--- src/rtl/i2c_rp_pkg.sv ---
// Shared types for the I2C register port.
// Assumes a byte-wide bus protocol; nothing here is parameter dependent.
package i2c_rp_pkg;

    localparam int BYTE_W = 8;

    // Bus-level phase of the target state machine.
    typedef enum logic [2:0] {
        ST_IDLE,   // released, waiting for START
        ST_RECV,   // shifting in a byte from the master
        ST_RACK,   // driving our acknowledge bit
        ST_SEND,   // shifting out a read byte
        ST_MACK    // sampling the master's acknowledge
    } rp_state_e;

    // Meaning of the byte currently being received.
    typedef enum logic [1:0] {
        K_ADDR,
        K_PTR,
        K_DATA
    } rp_kind_e;

endpackage

--- src/rtl/i2c_rp_sync.sv ---
// Two-line synchronizer and bus-event detector.
// Brings SCL and SDA into the clk domain through STAGES flops each, then
// flags SCL edges and START/STOP conditions from consecutive samples.
// Assumes clk is several times faster than SCL.
module i2c_rp_sync #(
    parameter int STAGES = 2
) (
    input  logic clk,
    input  logic rst_n,
    input  logic scl_i,
    input  logic sda_i,
    output logic scl_s,
    output logic sda_s,
    output logic scl_rise,
    output logic scl_fall,
    output logic start_det,
    output logic stop_det
);

    logic [1:0] raw;
    logic [1:0] cur;
    logic [1:0] prev;

    assign raw = {scl_i, sda_i};

    for (genvar g = 0; g < 2; g++) begin : g_line
        logic [STAGES-1:0] pipe;
        // Metastability chain for one bus line; idles high like the bus.
        always_ff @(posedge clk) begin
            if (!rst_n) pipe <= '1;
            else        pipe <= {pipe[STAGES-2:0], raw[g]};
        end
        assign cur[g] = pipe[STAGES-1];
    end

    // Previous synchronized sample, for edge detection.
    always_ff @(posedge clk) begin
        if (!rst_n) prev <= '1;
        else        prev <= cur;
    end

    assign scl_s     = cur[1];
    assign sda_s     = cur[0];
    assign scl_rise  = cur[1] & ~prev[1];
    assign scl_fall  = ~cur[1] & prev[1];
    assign start_det = cur[1] & prev[1] & prev[0] & ~cur[0];
    assign stop_det  = cur[1] & prev[1] & ~prev[0] & cur[0];

endmodule

--- src/rtl/i2c_rp_core.sv ---
// Byte-level I2C target state machine.
// Receives address/pointer/data bytes, drives acknowledges, shifts out read
// data and issues one-cycle strobes to the register file. Assumes no clock
// stretching; all SDA changes are made after a detected SCL fall.
module i2c_rp_core
    import i2c_rp_pkg::*;
#(
    parameter logic [5:0] DEV_HI = 6'b001100
) (
    input  logic              clk,
    input  logic              rst_n,
    input  logic              sda_s,
    input  logic              scl_rise,
    input  logic              scl_fall,
    input  logic              start_det,
    input  logic              stop_det,
    input  logic              addr_sel_i,
    input  logic [BYTE_W-1:0] rd_data_i,
    output logic              ptr_ld_o,
    output logic              wr_en_o,
    output logic              rd_adv_o,
    output logic [BYTE_W-1:0] byte_o,
    output logic              sda_oe_o,
    output logic              idle_o
);

    localparam int CNT_W = $clog2(BYTE_W + 1);
    localparam logic [CNT_W-1:0] FULL = CNT_W'(BYTE_W);
    localparam logic [CNT_W-1:0] LAST = CNT_W'(BYTE_W - 1);

    rp_state_e         state;
    rp_kind_e          kind;
    logic [CNT_W-1:0]  bitcnt;
    logic [BYTE_W-1:0] shreg;
    logic              rw;
    logic              nack;

    // Protocol sequencing: events, byte assembly, acknowledge and read shift.
    always_ff @(posedge clk) begin
        if (!rst_n) begin
            state    <= ST_IDLE;
            kind     <= K_ADDR;
            bitcnt   <= '0;
            shreg    <= '0;
            rw       <= 1'b0;
            nack     <= 1'b0;
            sda_oe_o <= 1'b0;
            ptr_ld_o <= 1'b0;
            wr_en_o  <= 1'b0;
            rd_adv_o <= 1'b0;
        end else begin
            ptr_ld_o <= 1'b0;
            wr_en_o  <= 1'b0;
            rd_adv_o <= 1'b0;
            if (start_det) begin
                state    <= ST_RECV;
                kind     <= K_ADDR;
                bitcnt   <= '0;
                sda_oe_o <= 1'b0;
            end else if (stop_det) begin
                state    <= ST_IDLE;
                sda_oe_o <= 1'b0;
            end else begin
                case (state)
                    ST_RECV: begin
                        if (scl_rise && bitcnt != FULL) begin
                            shreg  <= {shreg[BYTE_W-2:0], sda_s};
                            bitcnt <= bitcnt + 1'b1;
                        end else if (scl_fall && bitcnt == FULL) begin
                            case (kind)
                                K_ADDR: begin
                                    if (shreg[7:1] == {DEV_HI, addr_sel_i}) begin
                                        rw       <= shreg[0];
                                        sda_oe_o <= 1'b1;
                                        state    <= ST_RACK;
                                    end else begin
                                        state <= ST_IDLE;
                                    end
                                end
                                K_PTR: begin
                                    ptr_ld_o <= 1'b1;
                                    sda_oe_o <= 1'b1;
                                    state    <= ST_RACK;
                                end
                                default: begin
                                    wr_en_o  <= 1'b1;
                                    sda_oe_o <= 1'b1;
                                    state    <= ST_RACK;
                                end
                            endcase
                        end
                    end
                    ST_RACK: begin
                        if (scl_fall) begin
                            bitcnt <= '0;
                            if (kind == K_ADDR && rw) begin
                                state    <= ST_SEND;
                                shreg    <= rd_data_i;
                                sda_oe_o <= ~rd_data_i[BYTE_W-1];
                            end else begin
                                state    <= ST_RECV;
                                sda_oe_o <= 1'b0;
                                kind     <= (kind == K_ADDR) ? K_PTR : K_DATA;
                            end
                        end
                    end
                    ST_SEND: begin
                        if (scl_fall) begin
                            if (bitcnt == LAST) begin
                                sda_oe_o <= 1'b0;
                                rd_adv_o <= 1'b1;
                                state    <= ST_MACK;
                            end else begin
                                shreg    <= {shreg[BYTE_W-2:0], 1'b0};
                                sda_oe_o <= ~shreg[BYTE_W-2];
                                bitcnt   <= bitcnt + 1'b1;
                            end
                        end
                    end
                    ST_MACK: begin
                        if (scl_rise) begin
                            nack <= sda_s;
                        end else if (scl_fall) begin
                            if (nack) begin
                                state <= ST_IDLE;
                            end else begin
                                state    <= ST_SEND;
                                bitcnt   <= '0;
                                shreg    <= rd_data_i;
                                sda_oe_o <= ~rd_data_i[BYTE_W-1];
                            end
                        end
                    end
                    default: ;
                endcase
            end
        end
    end

    assign byte_o = shreg;
    assign idle_o = (state == ST_IDLE);

endmodule

--- src/rtl/i2c_rp_regfile.sv ---
// Register bank and sectioned address pointer.
// Registers SEC1_LO..SEC2_HI are stored; SEC1_HI+1 must equal SEC2_LO.
// Pointer bit 7 enables stepping, which stays inside a section and holds at
// its last register. Out-of-range writes are dropped and reads return zero.
module i2c_rp_regfile
    import i2c_rp_pkg::*;
#(
    parameter int SEC1_LO = 1,
    parameter int SEC1_HI = 8,
    parameter int SEC2_LO = 9,
    parameter int SEC2_HI = 17
) (
    input  logic              clk,
    input  logic              rst_n,
    input  logic              ptr_ld_i,
    input  logic              wr_en_i,
    input  logic              adv_i,
    input  logic [BYTE_W-1:0] byte_i,
    output logic [BYTE_W-1:0] ptr_o,
    output logic [BYTE_W-1:0] rd_data_o
);

    localparam int AW = BYTE_W - 1;
    localparam logic [AW-1:0] L1 = AW'(SEC1_LO);
    localparam logic [AW-1:0] H1 = AW'(SEC1_HI);
    localparam logic [AW-1:0] L2 = AW'(SEC2_LO);
    localparam logic [AW-1:0] H2 = AW'(SEC2_HI);

    logic [BYTE_W-1:0] regs [SEC1_LO:SEC2_HI];
    logic [BYTE_W-1:0] ptr_q;
    logic [AW-1:0]     addr;
    logic [AW-1:0]     addr_nx;
    logic              stepable;

    assign addr     = ptr_q[AW-1:0];
    assign stepable = ((addr >= L1) && (addr < H1)) || ((addr >= L2) && (addr < H2));
    assign addr_nx  = (ptr_q[BYTE_W-1] && stepable) ? addr + 1'b1 : addr;

    // Pointer load from the bus, or step after a data byte.
    always_ff @(posedge clk) begin
        if (!rst_n)        ptr_q <= '0;
        else if (ptr_ld_i) ptr_q <= byte_i;
        else if (adv_i)    ptr_q <= {ptr_q[BYTE_W-1], addr_nx};
    end

    // Register storage: write the addressed register when it exists.
    always_ff @(posedge clk) begin
        for (int i = SEC1_LO; i <= SEC2_HI; i++) begin
            if (!rst_n)                                regs[i] <= '0;
            else if (wr_en_i && addr == AW'(i))        regs[i] <= byte_i;
        end
    end

    // Read mux: zero unless the pointer names a stored register.
    always_comb begin
        rd_data_o = '0;
        for (int i = SEC1_LO; i <= SEC2_HI; i++) begin
            if (addr == AW'(i)) rd_data_o = regs[i];
        end
    end

    assign ptr_o = ptr_q;

endmodule

--- src/rtl/i2c_ptr_regport.sv ---
// Top level of the I2C register port.
// Wires the line synchronizer, the byte state machine and the pointer-based
// register bank. SDA is open-drain: sda_oe_o high means pull the line low.
module i2c_ptr_regport
    import i2c_rp_pkg::*;
#(
    parameter int         SYNC_STAGES = 2,
    parameter logic [5:0] DEV_HI      = 6'b001100,
    parameter int         SEC1_LO     = 1,
    parameter int         SEC1_HI     = 8,
    parameter int         SEC2_LO     = 9,
    parameter int         SEC2_HI     = 17
) (
    input  logic clk,
    input  logic rst_n,
    input  logic scl_i,
    input  logic sda_i,
    input  logic addr_sel_i,
    output logic sda_oe_o
);

    logic              scl_s, sda_s, scl_rise, scl_fall, start_det, stop_det;
    logic              ptr_ld, wr_en, rd_adv, ptr_step, core_idle;
    logic [BYTE_W-1:0] bus_byte, rd_data, ptr_q;

    assign ptr_step = wr_en | rd_adv;

    i2c_rp_sync #(.STAGES(SYNC_STAGES)) sync_i (
        .clk(clk), .rst_n(rst_n), .scl_i(scl_i), .sda_i(sda_i),
        .scl_s(scl_s), .sda_s(sda_s), .scl_rise(scl_rise), .scl_fall(scl_fall),
        .start_det(start_det), .stop_det(stop_det)
    );

    i2c_rp_core #(.DEV_HI(DEV_HI)) core_i (
        .clk(clk), .rst_n(rst_n), .sda_s(sda_s),
        .scl_rise(scl_rise), .scl_fall(scl_fall),
        .start_det(start_det), .stop_det(stop_det), .addr_sel_i(addr_sel_i),
        .rd_data_i(rd_data), .ptr_ld_o(ptr_ld), .wr_en_o(wr_en),
        .rd_adv_o(rd_adv), .byte_o(bus_byte), .sda_oe_o(sda_oe_o),
        .idle_o(core_idle)
    );

    i2c_rp_regfile #(
        .SEC1_LO(SEC1_LO), .SEC1_HI(SEC1_HI), .SEC2_LO(SEC2_LO), .SEC2_HI(SEC2_HI)
    ) regs_i (
        .clk(clk), .rst_n(rst_n), .ptr_ld_i(ptr_ld), .wr_en_i(wr_en),
        .adv_i(ptr_step), .byte_i(bus_byte), .ptr_o(ptr_q), .rd_data_o(rd_data)
    );

endmodule

--- config.mk ---
export PLATFORM = sky130hd
export DESIGN_NAME = i2c_ptr_regport
export DESIGN_NICKNAME = d
export VERILOG_FILES = /design/src/rtl/i2c_rp_pkg.sv /design/src/rtl/i2c_rp_sync.sv /design/src/rtl/i2c_rp_core.sv /design/src/rtl/i2c_rp_regfile.sv /design/src/rtl/i2c_ptr_regport.sv
export SDC_FILE = /design/constraint.sdc
export NUM_CORES = 1
export LEC_CHECK = 0
export ABC_AREA = 1
export BUFFER_PORTS_ARGS = -buffer_cell sky130_fd_sc_hd__buf_2
export CORE_ASPECT_RATIO = 0.9
export CORE_MARGIN = 10
export CORE_UTILIZATION = 40
export CTS_CLUSTER_DIAMETER = 80
export CTS_CLUSTER_SIZE = 14
export DETAILED_ROUTE_END_ITERATION = 12
export SYNTH_ARGS = -nofsm -noshare
export SYNTH_HDL_FRONTEND = slang
export SYNTH_HIERARCHICAL = 1
export SYNTH_SLANG_ARGS = --single-unit
--- constraint.sdc ---
create_clock -name clk -period 2.6 [get_ports clk]
set_clock_uncertainty 0.15 [all_clocks]
set_input_delay 0.13 -clock clk [delete_from_list [all_inputs] [get_ports clk]]
set_output_delay 0.13 -clock clk [all_outputs]
set_load 0.02 [all_outputs]
==> results of run 1 <==
area by class of cell:
cell class | instances | share of cell area
timing repair buffer | 122 | 0.0919
clock inverter | 13 | 0.0181
clock buffer | 19 | 0.0402
inverter | 92 | 0.0330
tap | 291 | 0.0338
multi-input combinational | 717 | 0.333
sequential | 173 | 0.450
sequential cells by signal, indices dropped and copies added, names as in the netlist:
| name | flops |
|---|---|
| core_i/bitcnt | 4 |
| core_i/byte_o | 8 |
| core_i/kind | 2 |
| core_i/nack | 1 |
| core_i/ptr_ld_o | 1 |
| core_i/rd_adv_o | 1 |
| core_i/rw | 1 |
| core_i/sda_oe_o | 1 |
| core_i/state | 3 |
| core_i/wr_en_o | 1 |
| regs_i/ptr_o | 8 |
| regs_i/regs | 136 |
| sync_i/g_line.pipe | 4 |
| sync_i/prev | 2 |
worst reg2reg max path: cells and delay by family, from the launching register on:
family | cells | cell delay (ns)
buffers and inverters | 4 | 0.39
adders and majority gates | 1 | 0.17
AOI/OAI and AO/OA | 2 | 0.20
and+or+nand+nor | 19 | 1.49
DFF | 1 | 0.38
how the worst max path moves through the flow:
stage / start / depth (start not counted) / to / slack [ns]
after floorplan: regs_i/ptr_o[1] / 26 / core_i/sda_oe_o / 0.09
after global placement: regs_i/ptr_o[0] / 27 / core_i/byte_o[1] / -0.40
after detailed placement: regs_i/ptr_o[0] / 27 / core_i/byte_o[1] / -0.45
after CTS: regs_i/ptr_o[1] / 25 / core_i/byte_o[1] / -0.28
final: regs_i/ptr_o[0] / 26 / core_i/sda_oe_o / -0.28
after global routing: regs_i/ptr_o[0] / 26 / core_i/byte_o[1] / -0.52
layout by cell type, fill, tap and decap left out, types with 7 or more instances in the layout:
cell type,instances
or2_2,13
nand2_4,7
a21oi_1,53
nor2_2,10
nand2_2,18
inv_2,13
nor2_4,7
clkbuf_16,17
nand3_2,17
dfxtp_1,31
o21ai_0,32
nand3b_1,10
buf_4,102
edfxtp_1,136
inv_1,67
nand2_1,204
nor2_1,235
clkinv_1,11
nor3_1,7
nand3_1,55
power by group:
part	internal [mW]	switching (mW)	total (mW)
Clock	1.69	1.06	2.76
Combinational	0.339	0.819	1.16
Sequential	3.12	0.0968	3.22
repair_timing:
item,in CTS,in global routing
buffers inserted,7,11
gates cloned,0,2
setup endpoints to repair,9,9
hold buffers,5,0
gates resized for setup,48,41
endpoints found under the hold margin,13,0
pin swaps,17,38
routing by layer:
metal | vias up | part of all wire | track usage
li1 | 3546 | - | -
met1 | 3385 | 0.47 | 0.224
met3 | 20 | 0.050 | 0.0304
met2 | 192 | 0.47 | 0.254
met5 | - | 0 | 0
met4 | 0 | 0.012 | 0.0508
==> run_results.csv, run 1 <==
group,metric,value,unit
die,fp.dieArea,28000,um2
power,p_leak,4.23,nW
hold_path,min_to,"core_i/rw",
die,die_w,175,um
sta,final_hold_viol_count,0,
clock_tree,cts_root_buf,"clkbuf_16",
detailed_routing,route.detailed.drc,0,
finish,fin_nets,1134,
power,power.density,663,nW/um2
grt,grt_pass1_wl,36400,um
setup_path,end_kind,"flop",
detailed_routing,vias,7143,
detailed_routing,wl_per_cell,16.0,um
finish,area_delta_synth_final,24.2,%
placed_design,place_area,9610,um2
outcome,status,"finished, violations left",
sta,holdWs,0.126,ns
grt,grt_pass1_vias,6941,
synthesis,syn_area,8670,um2
finish,multi_input_area,3580,um2
clock_tree,cts_sinks,173,
grt,antenna_found_initial,0,
setup_path,r2r_cells,26,
sta,slew_headroom,0.411,
detailed_routing,drtIter0Drc,642,
sta,setup_viol_count_final,9,
hold_path,min_path_cells,7,
setup_path,slowest_stage,"dfxtp_4",
setup_path,cp_data_required_time,2.78,ns
grt,grtUsageTotal,0.163,
sta,fin_setup_tns,-2.15,ns
grt,grt-ovfl-total,0,
finish,antennaDiodeCount,0,
finish,stdcell_count,1427,
hold_path,hold_path.class,"input pin to flop",
placed_design,place_ws,-0.448,ns
clock_tree,cts_max_path_buffers,2,
outcome,violations,"negative setup slack",
synthesis,syn-num-nets,1024,
clock_tree,clk_pin_slew,0.07,ns
detailed_routing,ant_nets,0,
finish,nFillCells,2057,
setup_path,critical_path_class,"flop to flop",
power,peakVddDrop,0.471,mV
sta,layout_setup_ws,-0.275,ns
die,pin_count,6,
setup_path,crit_family,"simple AND/OR/NAND/NOR gates",
die,std_cell_rows,51,
placed_design,place_congestion,0.854,
placed_design,placedCellCount,1370,
detailed_routing,drt_pre_antenna_iters,5,
setup_path,cpMostUsedCell,"nand2_1",
clock_tree,cts_made_buffers,17,
die,die_h,160,um
synthesis,yosys_warnings,6,
setup_path,r2r_end,"core_i/sda_oe_o",
job,cap_violations,0,
setup_path,timing.critical_path.buf_inv,4,
sta,finalCritPeriodShare,1.11,
detailed_routing,via_per_inst,5.01,
synthesis,avgSynthCellArea,8.55,um2
clock_tree,cts_tree,"done",
die,start_util,0.403,
power,power,7.13,mW
finish,final_util,0.500,
placed_design,hpwl,15600,um
detailed_routing,routed_wl,22800,um
clock_tree,htree_levels,4,
setup_path,critPathMaxFanout,4,
setup_path,startpoint_type,"flop",
setup_path,regToRegSetupSlack,-0.28,ns
finish,drive_above_1_share,0.232,
finish,final_cell_area,10800,um2
setup_path,critical_path.max_stage_delay,0.38,ns
sta,slew_viol_final,0,
finish,regArea,4840,um2
placed_design,port_buffers,5,
setup_path,crit_arrival,3.05,ns
sta,finalCriticalPeriod,2.88,ns
clock_tree,clock_latency,0.43,ns
grt,grt_max_degree,24,
sta,max_freq,348,MHz
setup_path,regToRegStartpoint,"regs_i/ptr_o[0]",
sta,rsz0062_at_grt,"yes",
synthesis,synthCells,1013,
sta,worst_slew_pin_slew,0.878,ns
hold_path,hold_start,"addr_sel_i",
die,core_region_area,21500,um2
(Power assumes the default switching activity.)
==> inputs of run 2 (changes only) <==
BUFFER_PORTS_ARGS = -buffer_cell sky130_fd_sc_hd__clkbuf_2   (was -buffer_cell sky130_fd_sc_hd__buf_2)
==> run_results.csv, run 2 (synthesis gave the netlist of run 1 again) <==
group,metric,value,unit
outcome,status,"finished, violations left",
outcome,violations,"negative setup slack",
die,fp.dieArea,28000,um2
power,power.density,640,nW/um2
finish,final_cell_mix,"nor2_1, nand2_1, edfxtp_1, buf_4, inv_1",
clock_tree,htree_levels,4,
sta,worst_slew_pin_slew,0.891,ns
grt,grt_pass1_vias,7064,
sta,final_hold_viol_count,0,
finish,area_delta_synth_final,23.5,%
sta,finalCritPeriodShare,1.11,
sta,setup_viol_count_final,9,
power,peakVddDrop,0.375,mV
grt,grt_pass1_wl,37100,um
finish,fin_nets,1134,
finish,regMostFlops,"regs_i/regs",
placed_design,port_buffers,5,
clock_tree,cts_made_buffers,17,
clock_tree,cts_tree,"done",
power,p_leak,4.25,nW
sta,finalCriticalPeriod,2.89,ns
grt,antenna_found_initial,0,
finish,stdcell_count,1427,
setup_path,startpoint_type,"flop",
setup_path,cp_data_required_time,2.79,ns
finish,nFillCells,2059,
grt,met2_usage,0.264,
sta,layout_setup_ws,-0.292,ns
clock_tree,clk_pin_slew,0.07,ns
detailed_routing,route.detailed.drc,0,
detailed_routing,wl_per_cell,16.6,um
finish,antennaDiodeCount,0,
die,std_cell_rows,51,
power,power,6.85,mW
grt,grt-ovfl-total,0,
die,die_w,175,um
grt,grtUsageTotal,0.166,
setup_path,end_kind,"flop",
sta,rsz0062_at_grt,"yes",
detailed_routing,drtIter0Drc,684,
setup_path,critPathMaxFanout,6,
placed_design,place_ws,-0.399,ns
setup_path,crit_arrival,3.08,ns
clock_tree,cts_root_buf,"clkbuf_16",
finish,drive_above_1_share,0.241,
die,start_util,0.403,
placed_design,placedCellCount,1372,
hold_path,hold_path.class,"input pin to flop",
die,pin_count,6,
sta,slew_viol_final,0,
grt,use_met1,0.226,
sta,max_freq,346,MHz
finish,regArea,4830,um2
job,cap_violations,0,
sta,slew_headroom,0.402,
detailed_routing,routed_wl,23600,um
placed_design,hpwl,15700,um
grt,busiest_layer,"met2",
finish,largest_register_ffs,136,
finish,final_common_cell,"nor2_1",
clock_tree,cts_sinks,173,
placed_design,place_congestion,0.904,
sta,fin_setup_tns,-1.80,ns
grt,grt.met3_usage,0.0325,
die,core_region_area,21500,um2
setup_path,critical_path_class,"flop to flop",
clock_tree,cts_max_path_buffers,2,
detailed_routing,vias,7250,
detailed_routing,via_per_inst,5.08,
clock_tree,clock_latency,0.43,ns
detailed_routing,ant_nets,0,
grt,grt_max_degree,42,
detailed_routing,drt_pre_antenna_iters,5,
die,die_h,160,um
finish,multi_input_area,3600,um2
-- run 2: report_power, final --
| group | total (mW) | leakage (nW) | switching (mW) | internal [mW] |
|---|---|---|---|---|
| Clock | 2.45 | 0.286 | 1.12 | 1.33 |
| Sequential | 3.22 | 1.65 | 0.101 | 3.12 |
| Combinational | 1.18 | 2.31 | 0.835 | 0.342 |
| Total | 6.85 | 4.25 | 2.06 | 4.80 |
-- run 2: area by class of cell --
type                       instances  share of cell area
clock inverter                    12             0.00760
sequential                       173               0.452
timing repair buffer             123              0.0929
clock buffer                      20              0.0446
tap                              291              0.0340
multi-input combinational        716               0.336
inverter                          92              0.0332
-- run 2: metrics by stage --
| stage | util | cell area [um2] | hold slack, ns |
|---|---|---|---|
| 6_report | 0.498 | 10700 | 0.111 |
| 3_5_place_dp | 0.447 | 9600 | 0.156 |
| 3_3_place_gp | 0.447 | 9600 | 0.150 |
| 2_1_floorplan | - | 8670 | 0.0487 |
| 4_1_cts | 0.490 | 10500 | 0.110 |
| 5_1_grt | 0.498 | 10700 | 0.194 |
-- run 2: layer usage --
layer	vias up	wire length, um	share of wire
met5	-	0	0
met4	0	429	0.018
met3	36	1260	0.053
met2	230	11000	0.46
met1	3441	11000	0.46
li1	3543	-	-
-- run 2: final timing paths --
check / slack, ns / cells after the start / to / from
worst min register to register: 0.25 / 2 / sync_i/g_line[0].pipe[1] / sync_i/g_line[0].pipe[0]
worst max register to register: -0.29 / 25 / core_i/byte_o[3] / regs_i/ptr_o[0]
worst min-delay path: 0.11 / 7 / core_i/rw / addr_sel_i
worst max-delay path: -0.29 / 25 / core_i/byte_o[3] / regs_i/ptr_o[0]
-- run 2: timing repair --
action	CTS	global route
buffers inserted	12	4
pin swaps	44	49
resized for setup	63	40
endpoints found under the hold margin	6	0
setup endpoints to repair	9	9
hold buffers	6	0
cloned	1	0
-- run 2: worst max-delay path, cell delays in order, from the launching register on --
cell and delay (ns):
dfxtp_4 0.38, inv_4 0.09, ha_4 0.15, nand2_4 0.06, nor2_8 0.14, buf_4 0.14
nand2_1 0.04, nand3_1 0.09, nand4_1 0.17, nand2_1 0.13, nand2_1 0.05, nand2_1 0.06
nand2_1 0.06, nand3_1 0.08, nand2_1 0.06, nand2_1 0.08, nand3_2 0.09, nand3_1 0.10
nand3_2 0.08, nand2_2 0.09, a21oi_2 0.05, nand2_1 0.06, nand2_1 0.08, nand3b_1 0.19
nand2_1 0.10, nor2_2 0.04
